**config.mk**
```make
export PLATFORM = sky130hd
export DESIGN_NAME = irq_vector_reg
export DESIGN_NICKNAME = d
export VERILOG_FILES = /design/src/rtl/irqv_pkg.sv /design/src/rtl/irqv_prio.sv /design/src/rtl/irqv_arm.sv /design/src/rtl/irqv_pend.sv /design/src/rtl/irq_vector_reg.sv
export SDC_FILE = /design/constraint.sdc
export NUM_CORES = 1
export LEC_CHECK = 0
export CAP_MARGIN = 40
export CORE_MARGIN = 3
export CORE_UTILIZATION = 41
export DETAILED_ROUTE_END_ITERATION = 6
export GPL_TIMING_DRIVEN = 0
export PLACE_DENSITY_LB_ADDON = 0.1
export SYNTH_ARGS = -nofsm -noshare
export SYNTH_HDL_FRONTEND = slang
export SYNTH_SLANG_ARGS = --single-unit
export TNS_END_PERCENT = 1
```
**constraint.sdc**
```tcl
create_clock -name clk -period 2.45 [get_ports clk]
set_clock_uncertainty 0.15 [all_clocks]
set_input_delay 0.3675 -clock clk [delete_from_list [all_inputs] [get_ports clk]]
set_output_delay 0.3675 -clock clk [all_outputs]
set_load 0.005 [all_outputs]
```
**src/rtl/irqv_pkg.sv**
```systemverilog
package irqv_pkg;
  localparam int NSRC    = 8;
  localparam int CODE_W  = $clog2(NSRC + 1);
  localparam int VEC_W   = 8;
  localparam int VEC_LSB = 2;

  // Source codes, lowest to highest priority
  typedef enum logic [CODE_W-1:0] {
    SRC_NONE   = 4'd0,
    SRC_EOF    = 4'd1,
    SRC_RSPBYT = 4'd2,
    SRC_RXFULL = 4'd3,
    SRC_TXEMPT = 4'd4,
    SRC_ARBLST = 4'd5,
    SRC_CRCERR = 4'd6,
    SRC_BADSYM = 4'd7,
    SRC_WAKE   = 4'd8
  } src_code_e;

  // Bit masks over pending bits (bit i holds code i+1)
  localparam logic [NSRC-1:0] RD_CLR_MASK = 8'b0000_0110; // codes 2,3
  localparam logic [NSRC-1:0] WR_CLR_MASK = 8'b0000_1000; // code 4
endpackage

```
**src/rtl/irqv_prio.sv**
```systemverilog
module irqv_prio
  import irqv_pkg::*;
#(
  parameter int N  = NSRC,
  parameter int CW = CODE_W
) (
  input  logic [N-1:0]  pend,
  output logic [CW-1:0] code
);
  always_comb begin
    code = '0;
    for (int i = 0; i < N; i++) begin
      if (pend[i]) code = CW'(i + 1);
    end
  end
endmodule

```
**src/rtl/irqv_arm.sv**
```systemverilog
module irqv_arm
  import irqv_pkg::*;
#(
  parameter int               N       = NSRC,
  parameter int               CW      = CODE_W,
  parameter logic [N-1:0]     RD_MASK = RD_CLR_MASK,
  parameter logic [N-1:0]     WR_MASK = WR_CLR_MASK
) (
  input  logic          clk,
  input  logic          rst_n,
  input  logic          vec_rd,
  input  logic [CW-1:0] disp_code,
  input  logic          dat_rd,
  input  logic          dat_wr,
  output logic [N-1:0]  disp_sel,
  output logic [N-1:0]  data_clr
);
  localparam logic [N-1:0] DATA_MASK = RD_MASK | WR_MASK;

  logic [N-1:0] arm_q;
  logic [N-1:0] arm_d;
  logic         arm_en;

  for (genvar g = 0; g < N; g++) begin : g_sel
    assign disp_sel[g] = (disp_code == CW'(g + 1));
  end

  assign data_clr = arm_q & ((RD_MASK & {N{dat_rd}}) | (WR_MASK & {N{dat_wr}}));

  always_comb begin
    arm_d = arm_q & ~data_clr;
    if (vec_rd) arm_d = disp_sel & DATA_MASK;
  end

  assign arm_en = vec_rd | dat_rd | dat_wr;

  always_ff @(posedge clk or negedge rst_n) begin
    if (!rst_n)      arm_q <= '0;
    else if (arm_en) arm_q <= arm_d;
  end
endmodule

```
**src/rtl/irqv_pend.sv**
```systemverilog
module irqv_pend #(
  parameter int N = 8
) (
  input  logic         clk,
  input  logic         rst_n,
  input  logic [N-1:0] set,
  input  logic [N-1:0] clr,
  output logic [N-1:0] pend_q
);
  for (genvar g = 0; g < N; g++) begin : g_bit
    logic d;
    logic en;
    assign en = set[g] | clr[g];
    assign d  = set[g] | (pend_q[g] & ~clr[g]);
    always_ff @(posedge clk or negedge rst_n) begin
      if (!rst_n)  pend_q[g] <= 1'b0;
      else if (en) pend_q[g] <= d;
    end
  end
endmodule

```
**src/rtl/irq_vector_reg.sv**
```systemverilog
module irq_vector_reg
  import irqv_pkg::*;
#(
  parameter int N     = NSRC,
  parameter int VW    = VEC_W,
  parameter int VLSB  = VEC_LSB
) (
  input  logic          clk,
  input  logic          rst_n,
  input  logic [N-1:0]  src_set,
  input  logic          vec_rd,
  input  logic          dat_rd,
  input  logic          dat_wr,
  input  logic          tx_eod,
  output logic [VW-1:0] vec_q,
  output logic          irq
);
  localparam int CW = $clog2(N + 1);
  localparam logic [N-1:0] DATA_MASK = RD_CLR_MASK | WR_CLR_MASK;

  logic [N-1:0]  pend_q;
  logic [N-1:0]  disp_sel;
  logic [N-1:0]  data_clr;
  logic [N-1:0]  clr;
  logic [CW-1:0] disp_code;
  logic [CW-1:0] top_code;
  logic [VW-1:0] vec_d;
  logic          vec_en;
  logic          irq_q;
  logic          irq_d;

  assign disp_code = vec_q[VLSB +: CW];

  irqv_arm #(.N(N), .CW(CW), .RD_MASK(RD_CLR_MASK), .WR_MASK(WR_CLR_MASK)) u_arm (
    .clk       (clk),
    .rst_n     (rst_n),
    .vec_rd    (vec_rd),
    .disp_code (disp_code),
    .dat_rd    (dat_rd),
    .dat_wr    (dat_wr),
    .disp_sel  (disp_sel),
    .data_clr  (data_clr)
  );

  always_comb begin
    clr = data_clr | (WR_CLR_MASK & {N{tx_eod}});
    if (vec_rd) clr = clr | (disp_sel & ~DATA_MASK);
  end

  irqv_pend #(.N(N)) u_pend (
    .clk    (clk),
    .rst_n  (rst_n),
    .set    (src_set),
    .clr    (clr),
    .pend_q (pend_q)
  );

  irqv_prio #(.N(N), .CW(CW)) u_prio (
    .pend (pend_q),
    .code (top_code)
  );

  always_comb begin
    vec_d = '0;
    vec_d[VLSB +: CW] = top_code;
    irq_d = |pend_q;
  end

  assign vec_en = (vec_d != vec_q) | (irq_d != irq_q);

  always_ff @(posedge clk or negedge rst_n) begin
    if (!rst_n) begin
      vec_q <= '0;
      irq_q <= 1'b0;
    end else if (vec_en) begin
      vec_q <= vec_d;
      irq_q <= irq_d;
    end
  end

  assign irq = irq_q;
endmodule

```
# After elaboration in Yosys (flattened, before gate mapping)
# Cells that the tools add are included.
totals:
  regBits: 21
  out_inout_bits: 9
  wordCells: 73
op_classes:
  eq_ne: 10
  n_mux: 10
  n_bitwise: 41
  reduce_logical: 1
op_table:
  columns: ["op", "n"]
  rows:
  - ["$or A1 B1 Y1", 19]
  - ["$and A8 B8 Y8", 2]
  - ["$eq A4 B3 Y1 const B", 4]
  - ["$mux W8", 2]
  - ["$mux W3", 4]
  - ["$and A1 B1 Y1", 8]
  - ["$eq A4 B2 Y1 const B", 2]
  - ["$not A1 Y1", 8]
  - ["$not A8 Y8", 1]
  - ["$or A8 B4 Y8", 1]
  - ["$or A8 B8 Y8", 1]
  - ["$reduce_or A8 Y1", 1]
  - ["$eq A4 B1 Y1 const B", 1]
  - ["$eq A4 B4 Y1 const B", 1]
  - ["$mux W2", 2]
  - ["$mux W4", 1]
  - ["$ne A4 B4 Y1", 1]
  - ["$or A3 B4 Y4", 1]
  - ["$mux W1", 1]
  - ["$ne A1 B1 Y1", 1]

# Logic depth before layout (Yosys ltp)
# Gate-level depths: netlist of run 1.
logic_depth:
  word_depth: 10
  mapped_depth: 4
  mapped_depth_nobuf: 3

# Cells and area by module
# A second synthesis of run 1 with hierarchy kept.
hier_totals:
  cells_unflattened: 86
  hier_area_um2: 867.1
by_module_without_submodules:
  columns: ["module", "n_inst", "cells_each", "area_per_inst_um2", "seq_area_each_um2"]
  rows:
  - ["irqv_pend", 1, 24, 290.3, 200.2]
  - ["irqv_arm", 1, 27, 267.8, 75.1]
  - ["irq_vector_reg", 1, 23, 234.0, 125.1]
  - ["irqv_prio", 1, 12, 75.1, 0.0]

# Least setup slack after synthesis of run 1
# No wires, ideal clock.
synth_path:
  path_kind: "register -> register"
  startpoint: "register vec_q[3]"
  endpoint: "register u_pend.pend_q[4]"
  setup_time_ns: 0.118
  arrival_ns: 0.900
  path_slack_ns: 1.282
  stages_incl_launch_ff: 4
  path_buffers: 0
  period_less_slack_ns: 1.168
  path_cell_list: "dfrtp_1 and2b_4 nand3_1 a21o_1"
synth_via:
  elab_chain_len: 6
  elab_cells_between_ends: 7
  classes_between: "eq/ne (1); mux (1); bitwise (5)"
synth_lines:
  columns: ["element", "line", "text"]
  rows:
  - ["start, declared", "irq_vector_reg.sv:15", "output logic [VW-1:0] vec_q,"]
  - ["start signal, assigned", "irq_vector_reg.sv:76", "vec_q <= vec_d;"]
  - ["$eq A4 B3 Y1 *", "irqv_arm.sv:25", "assign disp_sel[g] = (disp_code == CW'(g + 1));"]
  - ["$or A8 B8 Y8 *", "irq_vector_reg.sv:47", "if (vec_rd) clr = clr | (disp_sel & ~DATA_MASK);"]
  - ["$mux W8 *", "irq_vector_reg.sv:47", null]
  - ["$not A1 Y1", "irqv_pend.sv:14", "assign d = set[g] | (pend_q[g] & ~clr[g]);"]
  - ["$and A1 B1 Y1", "irqv_pend.sv:14", null]
  - ["$or A1 B1 Y1", "irqv_pend.sv:14", null]
  - ["end signal, assigned by index", "irqv_pend.sv:16", "if (!rst_n) pend_q[g] <= 1'b0;"]
  - ["end signal, assigned by index", "irqv_pend.sv:17", "else if (en) pend_q[g] <= d;"]
  - ["end, declared", "irqv_pend.sv:8", "output logic [N-1:0] pend_q"]
# Mark *: on every way between the ends. The rest lies on a longest branch, timed or not.
# A chain may end at the register's enable or synchronous reset.

# Worst setup path after layout of run 1
layout_path:
  startpoint: "register vec_q[4]"
  endpoint: "output vec_q[4]"
# No word-level cell between the ends.

==> out/metrics.yaml, run 1 <==
clock_latency_ns: 0.28
grt_max_degree: 17
rsz0062_at_grt: "no"
grt_pass1_vias: 482
final_nets: 107
cts.sinks: 16
tritoncts: "done"
routabilityCongestion: 0.753
vias_per_cell: 5.04
ant_nets: 0
cts_buffers: 3
path_depth: 1
rows: 14
cpLargestDelayFamily: "buffers and inverters"
end_kind: "primary output"
fin_util_pct: 59.6
worst_slew_pin_slew_ns: 0.696
crit_slowest_cell: "clkdlybuf4s50_1"
slew_headroom_pct: 53.4
rr_endpoint: "u_pend.pend_q[6]"
outcome: "finished clean"
grt_util_met3_pct: 5.75
drv_cap: 0
yosysTopAreaCellShare_pct: 57.6
layout_min_cycle_time_ns: 1.85
crit_buf_inv: 1
stdcell_count: 107
rr_worst_depth: 3
grt.total_usage_pct: 14.5
fillers: 145
port_buffers: 18
synth_area_um2: 696
dieHeight_um: 47.2
clkTransAtPathRegs_ns: 0.09
worst_setup_path_start_kind: "flip-flop"
leakagePower_nw: 0.383
synth_seq_area_share_pct: 57.6
use_met2_pct: 21.1
drive_gt1_share_pct: 11.0
wl_per_cell_um: 12.3
grt_pass1_wl_um: 2210
die_width_um: 47.2
fin_crit_sh_pct: 75.5
drt_first_pass_iters: 4
synth.top_cells.by_area: "dfrtp_1 (58%), a21o_1 (5.4%), nor2_1 (4.9%), buf_4 (4.3%), a21oi_1 (2.9%)"
vdd_drop_max_mv: 0.447
root_buffer: "clkbuf_4"
grt.overflow.total: 0
syn_inst: 67
placed_cell_area_um2: 907
critPathKind: "reg -> out"
synth_seq_cells: 16
num_io_pins: 23
synth_area_per_cell_um2: 10.4
ctsResizeCount: 0
antenna_found_initial: 0
cellPowerDensity_nw_per_um2: 659
numPlacedInstances: 104
grt_busiest_layer: "met2"
cp_cell_sequence: "clkdlybuf4s50_1"
hold_buffers: 0
drv_slew: 0
synth_warnings: 0
clockBufferDepth: 2
grtUsageMet1_pct: 20.1
synth.distinct_cells: 25
post_cts_buffers: 0
critPathMaxFanout: 8
final-hold-violation-count: 0
setup_viol: 0
core_um2: 1560
r2r_start: "vec_q[5]"
synth_top_area_cell: "dfrtp_1"
critical_path_arrival_ns: 1.33
dieArea_um2: 2230
syn_to_final_growth_pct: 33.6
critical-path-max-stage-delay_ns: 0.56
via_count: 539
htreeDepth: 1
drt-total-wl_um: 1310
ff2ff_setup_slack_ns: 1.20
start_util_pct: 44.6
drt_iter0_drc: 26
fmaxAchievable_ghz: 0.541
hold_ws_ns: 0.345
required_ns: 1.93
min_path_type: "in -> async"
setup-tns-final_ns: 0
drc: 0
diodes: 0
final_area_um2: 930
## registers in the layout, indices dropped and copies added (netlist names)
| name | count |
|---|---|
| u_pend.pend_q | 8 |
| vec_q | 4 |
| u_arm.arm_q | 3 |
| irq | 1 |
## power by group
| group | internal (mW) | leakage (nW) | switching [mW] | total, mW |
|---|---|---|---|---|
| clock network | 0.0570 | 0.0138 | 0.0760 | 0.133 |
| registers | 0.295 | 0.173 | 0.0318 | 0.327 |
| logic | 0.0916 | 0.196 | 0.0609 | 0.152 |
## cells in the mapped netlist
library cell  instances
buf_2                 1
o41ai_1               1
nor3b_1               1
nand2b_1              1
a21oi_1               4
nand2_1               4
nand4_1               2
o21ai_0               1
buf_4                 4
nor4_1                2
a32o_1                2
dfrtp_1              16
a31oi_1               1
a31o_2                1
a21o_1                5
conb_1                1
o21ai_1               1
nand3_1               2
and2b_1               1
nor4b_1               1
nor2b_1               1
inv_1                 3
nor2_1                9
clkbuf_1              1
and2b_4               1
## metal layers
layer | part of all wire [%] | up-vias
li1 | - | 273
met1 | 45 | 246
met2 | 47 | 20
met3 | 8.5 | 0
met4 | 0 | 0
met5 | 0 | -
## metrics by stage
stage | setup WS [ns] | total power [mW]
global route | 0.551 | 0.649
global placement | 0.707 | 0.485
CTS | 0.597 | 0.618
floorplan | 1.28 | 0.398
detailed placement | 0.713 | 0.486
finish | 0.601 | 0.613
## worst max path at each step
stage               startpoint                to  slack [ns]
finish                vec_q[4]          vec_q[4]        0.60
global route          vec_q[4]          vec_q[4]        0.55
CTS                   vec_q[4]          vec_q[4]        0.60
detailed placement      vec_rd  u_pend.pend_q[4]        0.71
global placement        vec_rd  u_pend.pend_q[4]        0.71
floorplan             vec_q[3]  u_pend.pend_q[4]        1.28
## cell type report
class | instances | area [µm²] | area share [%]
buffer | 6 | 38.8 | 4.17
inverter | 3 | 11.3 | 1.21
tap | 16 | 20.0 | 2.15
clock buffer | 3 | 22.5 | 2.42
sequential | 16 | 400 | 43.1
multi-input combinational | 45 | 256 | 27.6
timing repair buffer | 18 | 180 | 19.4
## cells in the final DEF, fill, tap and decap left out, types with 3 or more instances in the layout
cell,instances
inv_1,3
a21o_1,5
a21oi_1,4
buf_4,4
nor2_1,9
conb_1,4
dfrtp_1,16
nand2_1,4
clkdlybuf4s50_1,18
clkbuf_4,3
## cells by family after synthesis
family / count (synthesis) / share of synthesized area (%)
and+or+nand+nor: 25 / 18.7
AOI/OAI and AO/OA: 16 / 16.0
DFF: 16 / 57.6
buffers and inverters: 9 / 7.19
other: 1 / 0.539
Power figures use the tool's default switching activity.
==> run 2, diff against run 1 <==
- clock period: 2.45 -> 1.8 ns (I/O delays scaled with it)
==> run 2 against run 1 <==
Effect of this change: worst hold slack worse by 0.094 ns; total power up 36%; first-iteration DRC count down 3.8%; combinational power up 37%; core utilization up 0.080 points; final area up 0.13%; critical path depth unchanged; sequential share of layout area up 0.077 points; global-route usage unchanged; cell count unchanged; die area unchanged; clock power up 35%.
==> out/metrics.yaml, run 2 (same netlist as run 1, synthesis figures left out) <==
final-hold-violation-count: 0  # unchanged
routabilityCongestion: 0.753  # unchanged
rows: 14  # unchanged
regArea_um2: 402  # was 400 µm²
start_util_pct: 44.6  # unchanged
drt-total-wl_um: 1320  # was 1310 µm
swShare_pct: 27.5  # was 27.6%
grt.overflow.total: 0  # unchanged
worst_slew_pin_slew_ns: 0.697  # was 0.696 ns
largest-register: "u_pend.pend_q"  # unchanged
drc: 0  # unchanged
fin_crit_sh_pct: 93.2
core_um2: 1560  # unchanged
drt_first_pass_iters: 4  # unchanged
largest_reg_flops: 8  # unchanged
htreeDepth: 1  # unchanged
tritoncts: "done"  # unchanged
clock_latency_ns: 0.28  # about the same
clockBufferDepth: 2  # unchanged
fillers: 146  # was 145
layout_min_cycle_time_ns: 1.68
multiInputGateArea_um2: 256  # unchanged
critical_path_arrival_ns: 1.26  # was 1.33 ns
vdd_drop_max_mv: 0.609  # was 0.447 mV
slew_headroom_pct: 53.4  # about the same
critPathMaxFanout: 8  # unchanged
drt_iter0_drc: 25  # was 26
setup-tns-final_ns: 0  # unchanged
grt_pass1_wl_um: 2210  # unchanged
crit_buf_inv: 1  # unchanged
drive_gt1_share_pct: 12.1  # was 11.0%
seq_power_share_pct: 53.5  # was 53.4%
rsz0062_at_grt: "no"  # unchanged
port_buffers: 18  # unchanged
cp_cell_sequence: "clkdlybuf4s50_1"  # unchanged
grt_pass1_vias: 482  # unchanged
final_nets: 107  # unchanged
clkTransAtPathRegs_ns: 0.09  # about the same
layout_common_cells: "clkdlybuf4s50_1 (18), dfrtp_1 (15), nor2_1 (9)"  # was clkdlybuf4s50_1 (18), dfrtp_1 (16), nor2_1 (9)
crit_slowest_cell: "clkdlybuf4s50_1"  # unchanged
stdcell_count: 107  # unchanged
drv_cap: 0  # unchanged
cellPowerDensity_nw_per_um2: 897  # was 659 nW/µm²
drv_slew: 0  # unchanged
combPwrFrac_pct: 24.9  # about the same
diodes: 0  # unchanged
cts.sinks: 16  # unchanged
worst_setup_path_start_kind: "flip-flop"  # unchanged
ant_nets: 0  # unchanged
wl_per_cell_um: 12.3  # about the same
numPlacedInstances: 104  # unchanged
p_sw_mw: 0.229  # was 0.169 mW
top_regs: "u_pend.pend_q: 8 flops, vec_q: 4 flops, u_arm.arm_q: 3 flops"  # unchanged
critical-path-max-stage-delay_ns: 0.53  # was 0.56 ns
layout_commonest_cell: "clkdlybuf4s50_1"  # unchanged
min_path_type: "in -> async"  # unchanged
required_ns: 1.38  # was 1.93 ns
root_buffer: "clkbuf_4"  # unchanged
fmaxAchievable_ghz: 0.596
die_width_um: 47.2  # unchanged
vias_per_cell: 5.06  # was 5.04
via_count: 541  # was 539
dieArea_um2: 2230  # unchanged
cts_buffers: 3  # unchanged
p_clk_share_pct: 21.6  # was 21.7%
dieHeight_um: 47.2  # unchanged
p_int_mw: 0.606  # was 0.444 mW
syn_to_final_growth_pct: 33.8  # was 33.6%
grt_max_degree: 17  # unchanged
num_io_pins: 23  # unchanged
leakagePower_nw: 0.381  # was 0.383 nW
end_kind: "primary output"  # unchanged
post_cts_buffers: 0  # unchanged
outcome: "finished clean"  # unchanged
cpLargestDelayFamily: "buffers and inverters"  # unchanged
critPathKind: "reg -> out"  # unchanged
antenna_found_initial: 0  # unchanged
setup_viol: 0  # unchanged
grt.total_usage_pct: 14.5  # unchanged
==> run 2: cell counts in the layout (fill, tap and decap cells not counted) <==
No cell type changed its count.
==> run 2: metal layers <==
layer  up-vias  GRT usage [%]  share of wire, %
li1        274              -                 -
met2        23           21.1                48
met1       244           20.1                43
met3         0           5.75               9.3
met4         0           3.31                 0
met5         -              0                 0
==> run 2: power by group through the flow <==
stage | sequential [mW] | combinational, mW | clock [mW]
6_report | 0.447 | 0.208 | 0.180
5_1_grt | 0.454 | 0.231 | 0.200
4_1_cts | 0.444 | 0.210 | 0.187
3_5_place_dp | 0.452 | 0.209 | 0
3_3_place_gp | 0.452 | 0.209 | 0
2_1_floorplan | 0.447 | 0.0946 | 0
==> run 2: stage by stage <==
stage                     area [µm²]  power (mW)  setup WS [ns]  util (%)  hold slack [ns]
after floorplan                  707       0.541          0.632         -           -0.176
after global placement           907       0.660          0.155      58.2            0.325
after detailed placement         907       0.661          0.160      58.2            0.332
after CTS                        930       0.841         0.0447      59.6            0.286
after global routing             931       0.885         0.0824      59.7            0.309
final                            931       0.835          0.123      59.7            0.251
==> run 2: cell type report <==
| type | count | area share, % |
|---|---|---|
| Tap cell | 16 | 2.15 |
| Multi-Input combinational cell | 45 | 27.6 |
| Inverter | 3 | 1.21 |
| Buffer | 6 | 4.17 |
| Sequential cell | 16 | 43.1 |
| Clock buffer | 3 | 2.42 |
| Timing Repair Buffer | 18 | 19.4 |
==> run 2: path summary, 6_finish.rpt <==
| path | endpoint | startpoint | slack (ns) | cells past startpoint |
|---|---|---|---|---|
| max | vec_q[4] | vec_q[4] | 0.12 | 1 |
| max in group asynchronous | vec_q[4] | rst_n | 0.77 | 1 |
| min | u_pend.pend_q[0] | rst_n | 0.25 | 1 |
| min reg2reg | u_arm.arm_q[3] | u_arm.arm_q[3] | 0.35 | 1 |
| max reg2reg | u_pend.pend_q[6] | vec_q[5] | 0.55 | 3 |
| min in group clk | u_arm.arm_q[3] | u_arm.arm_q[3] | 0.35 | 1 |
==> run 2: timing repair <==
action,in CTS,in global routing
hold buffers,0,0
hold endpoints to repair,0,0
endpoints found under the setup margin,0,1
resized for setup,0,1
==> run 3, diff against run 2 <==
- ABC_AREA: unset -> 0
==> results of run 3 <==
Same layout as run 2: the final DEF is identical, and so are final timing and power.
